[config.mk]
export PLATFORM = sky130hd
export DESIGN_NAME = clkdiv3_gen
export DESIGN_NICKNAME = d
export VERILOG_FILES = /design/src/rtl/clkdiv3_pkg.sv /design/src/rtl/clkdiv3_src_mux.sv /design/src/rtl/clkdiv3_counter.sv /design/src/rtl/clkdiv3_per_toggle.sv /design/src/rtl/clkdiv3_gen.sv
export SDC_FILE = /design/constraint.sdc
export NUM_CORES = 1
export LEC_CHECK = 0
export BUFFER_PORTS_ARGS = -buffer_cell sky130_fd_sc_hd__buf_4
export CAP_MARGIN = 20
export CORE_AREA = 4 4 41 43
export CTS_CLUSTER_SIZE = 14
export DETAILED_ROUTE_END_ITERATION = 8
export DIE_AREA = 0 0 45 47
export GPL_TIMING_DRIVEN = 0
export PLACE_DENSITY = 0.37
export SLEW_MARGIN = 20
export SYNTH_ARGS = -nofsm -noshare
export SYNTH_HDL_FRONTEND = slang
export SYNTH_SLANG_ARGS = --single-unit
[constraint.sdc]
create_clock -name clk -period 1.76 [get_ports clk]
set_input_delay 0.088 -clock clk [delete_from_list [all_inputs] [get_ports clk]]
set_output_delay 0.088 -clock clk [all_outputs]
set_load 0.005 [all_outputs]
[src/rtl/clkdiv3_pkg.sv]
package clkdiv3_pkg;

  // Phase that follows ph in a counter of length div.
  function automatic int unsigned next_phase(int unsigned ph, int unsigned div);
    return (ph + 1 >= div) ? 0 : ph + 1;
  endfunction

  // The processor clock is high while the phase is below the high count.
  function automatic logic phase_high(int unsigned ph, int unsigned hi);
    return ph < hi;
  endfunction

  // Phase whose exit produces the falling edge of the processor clock.
  function automatic int unsigned fall_phase(int unsigned hi);
    return hi - 1;
  endfunction

endpackage

[src/rtl/clkdiv3_src_mux.sv]
module clkdiv3_src_mux (
  input  logic clk,
  input  logic rst_n,
  input  logic osc_tick,
  input  logic ext_tick,
  input  logic sel_req,
  input  logic commit,
  output logic tick,
  output logic sel_q
);

  // The selection in use changes only when the divider says it is safe.
  always_ff @(posedge clk or negedge rst_n) begin
    if (!rst_n)
      sel_q <= 1'b0;
    else if (commit)
      sel_q <= sel_req;
  end

  assign tick = sel_q ? ext_tick : osc_tick;

  // the applied selection moves only after a commit event
  a_r8_sel_at_commit: assert property (@(posedge clk) disable iff (!rst_n)
    (sel_q != $past(sel_q)) |-> $past(commit));

endmodule

[src/rtl/clkdiv3_counter.sv]
module clkdiv3_counter #(
  parameter int unsigned DIV_RATIO  = 3,
  parameter int unsigned HIGH_TICKS = 1
) (
  input  logic clk,
  input  logic rst_n,
  input  logic tick,
  input  logic sync_in,
  output logic cpu_clk,
  output logic sync_ev,
  output logic wrap_ev,
  output logic fall_ev
);
  import clkdiv3_pkg::*;

  localparam int unsigned PW = (DIV_RATIO > 1) ? $clog2(DIV_RATIO) : 1;
  localparam int unsigned LAST_PH = DIV_RATIO - 1;
  localparam int unsigned FALL_PH = fall_phase(HIGH_TICKS);

  logic [PW-1:0] phase;

  // Named events for the neighbours and for the assertions.
  assign sync_ev = tick && sync_in;
  assign wrap_ev = tick && !sync_in && (32'(phase) == LAST_PH);
  assign fall_ev = tick && !sync_in && (32'(phase) == FALL_PH);

  always_ff @(posedge clk or negedge rst_n) begin
    if (!rst_n)
      phase <= '0;
    else if (sync_ev)
      phase <= '0;
    else if (tick)
      phase <= PW'(next_phase(32'(phase), DIV_RATIO));
  end

  assign cpu_clk = phase_high(32'(phase), HIGH_TICKS);

  // the phase never leaves its range
  a_r1_phase_range: assert property (@(posedge clk) disable iff (!rst_n)
    32'(phase) < DIV_RATIO);

  // a sync strobe leaves the counter at phase 0 with the clock high
  a_r3_sync_hold: assert property (@(posedge clk) disable iff (!rst_n)
    sync_ev |=> (phase == '0) && cpu_clk);

  // the clock falls only after a strobe taken in the fall phase
  a_r4_fall_source: assert property (@(posedge clk) disable iff (!rst_n)
    $fell(cpu_clk) |-> $past(fall_ev));

endmodule

[src/rtl/clkdiv3_per_toggle.sv]
module clkdiv3_per_toggle (
  input  logic clk,
  input  logic rst_n,
  input  logic fall_ev,
  input  logic clr,
  output logic per_clk
);

  always_ff @(posedge clk or negedge rst_n) begin
    if (!rst_n)
      per_clk <= 1'b0;
    else if (clr)
      per_clk <= 1'b0;
    else if (fall_ev)
      per_clk <= ~per_clk;
  end

endmodule

[src/rtl/clkdiv3_gen.sv]
module clkdiv3_gen #(
  parameter int unsigned DIV_RATIO  = 3,
  parameter int unsigned HIGH_TICKS = 1
) (
  input  logic clk,
  input  logic rst_n,
  input  logic osc_tick,
  input  logic ext_tick,
  input  logic src_sel,
  input  logic sync_in,
  output logic cpu_clk,
  output logic per_clk,
  output logic osc_out
);

  logic tick;
  logic sel_q;
  logic sync_ev;
  logic wrap_ev;
  logic fall_ev;
  logic commit;

  // A selection change is safe at a wrap or while the counter is forced.
  assign commit = wrap_ev || sync_ev;

  clkdiv3_src_mux u_mux (
    .clk      (clk),
    .rst_n    (rst_n),
    .osc_tick (osc_tick),
    .ext_tick (ext_tick),
    .sel_req  (src_sel),
    .commit   (commit),
    .tick     (tick),
    .sel_q    (sel_q)
  );

  clkdiv3_counter #(
    .DIV_RATIO  (DIV_RATIO),
    .HIGH_TICKS (HIGH_TICKS)
  ) u_cnt (
    .clk     (clk),
    .rst_n   (rst_n),
    .tick    (tick),
    .sync_in (sync_in),
    .cpu_clk (cpu_clk),
    .sync_ev (sync_ev),
    .wrap_ev (wrap_ev),
    .fall_ev (fall_ev)
  );

  clkdiv3_per_toggle u_per (
    .clk     (clk),
    .rst_n   (rst_n),
    .fall_ev (fall_ev),
    .clr     (sync_ev),
    .per_clk (per_clk)
  );

  always_ff @(posedge clk or negedge rst_n) begin
    if (!rst_n)
      osc_out <= 1'b0;
    else
      osc_out <= osc_tick;
  end

  // the peripheral clock moves only on a processor clock fall or a sync
  a_r6_per_on_fall: assert property (@(posedge clk) disable iff (!rst_n)
    (per_clk != $past(per_clk)) |-> ($past(fall_ev) || $past(sync_ev)));

  // a processor clock fall always flips the peripheral clock
  a_r6_fall_flips: assert property (@(posedge clk) disable iff (!rst_n)
    fall_ev |=> (per_clk != $past(per_clk)));

endmodule

==> impl_metrics.py <==
metrics = {
    "placed_design": {
        "gp_congestion": 0.649,
        "io_buffers": 8,
        "dp_slack_ns": 0.383,
    },
    "sta": {
        "drv_slew": 0,
        "hold_viol_final": 0,
        "finalCritPeriodShare_pct": 84.1,
        "rsz0062_at_grt": "false",
        "skew_ns": 0.00202,
        "fin_ws_ns": 0.280,
        "tightest_slew_ns": 0.346,
        "maxSlewHeadroom_pct": 76.5,
        "finalCriticalPeriod_ns": 1.48,
        "holdWs_ns": 0.0673,
        "setup_viol": 0,
        "max_freq_mhz": 676,
        "final.setup.tns_ns": 0,
    },
    "grt": {
        "grt_overflow": 0,
        "grt_pass1_vias": 162,
        "grt_usage_pct": 6.04,
        "antenna_found_initial": 0,
        "grt_max_degree": 8,
        "grt_pass1_wl_um": 731,
    },
    "setup_path": {
        "crit-reg2reg-launch": "u_mux.sel_q$_DFFE_PN0P_",
        "regToRegSetupSlack_ns": 0.38,
        "path_buf_inv": 2,
        "r2r_end": "u_mux.sel_q$_DFFE_PN0P_",
        "worstPathRequired_ns": 1.87,
        "path_max_fanout": 7,
        "cp_cell_sequence": "dlygate4sd3_1 > buf_4 > mux2i_2 > o21bai_1 > mux2_1",
        "end_kind": "flip-flop",
        "critPathMaxStageDelay_ns": 0.54,
        "start_kind": "primary input",
        "crit_slowest_cell": "dlygate4sd3_1",
        "cp_top_family": "buffers and inverters",
        "critPathArrivalTime_ns": 1.59,
        "reg2reg_depth": 3,
        "path_class": "in2reg",
    },
    "synthesis": {
        "netlist_area_um2": 226,
        "synth_fa_ha_area_share_pct": 0,
        "synth_seq_cells": 5,
        "ys_types": 11,
        "synth_xor_area_share_pct": 0,
        "synth_warnings": 0,
        "syn-num-nets": 23,
        "synth_cells": 17,
        "avgSynthCellArea_um2": 13.3,
        "yosys.area_share.simple_pct": 18.2,
        "synth-seq-area-share_pct": 55.2,
        "synth_compound_area_share_pct": 15.5,
        "synth_top_family_by_area": "simple AND/OR/NAND/NOR gates",
        "synth.area.mux_share_pct": 11.0,
    },
    "hold_path": {
        "min_path_type": "in2reg",
        "whs_endpoint": "u_mux.sel_q$_DFFE_PN0P_",
        "hold_path_startpoint": "src_sel",
        "whs_path_depth": 2,
    },
    "detailed_routing": {
        "wirelength_um": 421,
        "via_per_inst": 3.96,
        "drc_errors": 0,
        "drt_iter0_drc": 5,
        "vias": 182,
        "antenna_left": 0,
        "post_drt_wl_per_cell_um": 9.15,
        "first_pass_iters": 2,
    },
    "clock_tree": {
        "cts_setup_buffers": 0,
        "numClockSinks": 5,
        "cts_buffer_depth": 2,
        "htreeDepth": 1,
        "cts_buffers": 3,
        "path_clk_slew_ns": 0.04,
        "insertion_delay_ns": 0.24,
        "ctsRootBufferMaster": "clkbuf_4",
        "cts_tree": "done",
    },
    "cells_and_area": {
        "final_cell_mix": "buf_4, dfrtp_1, clkbuf_4",
        "final_common_cell": "buf_4",
        "layout-drive-gt1-share_pct": 48.4,
        "fillCellCount": 145,
        "area_growth_pct": 55.2,
        "finalNetCount": 38,
        "diodes": 0,
    },
    "floorplan": {
        "rows": 13,
        "die_h_um": 47,
        "die_area_um2": 2120,
        "ioPinCount": 9,
        "core_area_um2": 1300,
        "start_util_pct": 17.4,
        "die_x_um": 45,
    },
    "pwr": {
        "p_leak_uw": 0.000167,
        "total_power_uw": 497,
        "power.density_nw_per_um2": 1410,
        "peakVddDrop_v": 0.000539,
    },
    "run_status": {
        "status": "completed",
    },
    "run": {
        "maxCapViolCount": 0,
    },
}
-- what timing repair did --
action                                 CTS  global route
resized for setup                        0             0
endpoints found under the hold margin    6             0
hold buffers                             2             0
-- cell usage after synthesis --
master	number	share of area (%)
nor3b_1	1	3.3
nor4_1	1	2.8
mux2_1	1	5.0
o21bai_1	1	3.3
nor2b_1	1	2.8
mux2i_2	1	6.1
nor4b_1	2	7.7
nor2_1	1	1.7
a21o_2	2	7.7
dfrtp_1	5	55
a211o_2	1	4.4
-- sequential cells by signal (all words and copies together), names as in the netlist --
name / flops
u_cnt.phase: 2
u_per.per_clk: 1
u_mux.sel_q: 1
osc_out: 1
-- through the flow --
stage | util [%] | cells | cell area [um2]
5_1_grt | 27.0 | 46 | 352
3_3_place_gp | 23.5 | 40 | 305
4_1_cts | 27.0 | 46 | 352
6_report | 27.0 | 46 | 352
2_1_floorplan | - | 17 | 226
3_5_place_dp | 23.5 | 40 | 305
-- cells by family (layout without fill, tap and decap cells) --
logic type / after synthesis / after routing
AOI/OAI and AO/OA: 4 / 4
DFF: 5 / 5
buffers and inverters: 0 / 14
and+or+nand+nor: 6 / 6
muxes: 2 / 2
-- routing by layer --
| layer | GRT usage, % | vias up | part of all wire (%) |
|---|---|---|---|
| met4 | 7.02 | 0 | 2.1 |
| met1 | 6.24 | 81 | 42 |
| met5 | 0 | - | 0 |
| li1 | - | 92 | - |
| met3 | 6.90 | 2 | 11 |
| met2 | 5.37 | 7 | 44 |
-- power by group --
| part | switching (uW) | internal, uW |
|---|---|---|
| Clock | 42.8 | 85.4 |
| Combinational | 59.9 | 113 |
| Sequential | 38.3 | 158 |
| Total | 141 | 356 |
-- worst max-delay path by stage --
| stage | start | to | slack, ns | depth (start not counted) |
|---|---|---|---|---|
| 6_report | osc_tick | u_mux.sel_q$_DFFE_PN0P_ | 0.28 | 5 |
| 4_1_cts | osc_tick | u_mux.sel_q$_DFFE_PN0P_ | 0.28 | 5 |
| 2_1_floorplan | u_mux.sel_q$_DFFE_PN0P_ | u_mux.sel_q$_DFFE_PN0P_ | 0.48 | 3 |
| 3_5_place_dp | u_mux.sel_q$_DFFE_PN0P_ | u_mux.sel_q$_DFFE_PN0P_ | 0.38 | 3 |
| 5_1_grt | osc_tick | u_mux.sel_q$_DFFE_PN0P_ | 0.21 | 5 |
| 3_3_place_gp | u_mux.sel_q$_DFFE_PN0P_ | u_mux.sel_q$_DFFE_PN0P_ | 0.39 | 3 |
-- layout make-up --
class,instances,area [um2],area share [%]
tap,15,18.8,5.34
sequential,5,125,35.6
timing repair buffer,10,80.1,22.8
multi-input combinational,12,101,28.8
clock buffer,4,26.3,7.47
-- worst register-to-register path: cells and delay by family (launching register included) --
kind	cells	cell delay, ns
flops	1	0.36
mux	2	0.71
compound gates	1	0.19
(Power assumes the default switching activity.)
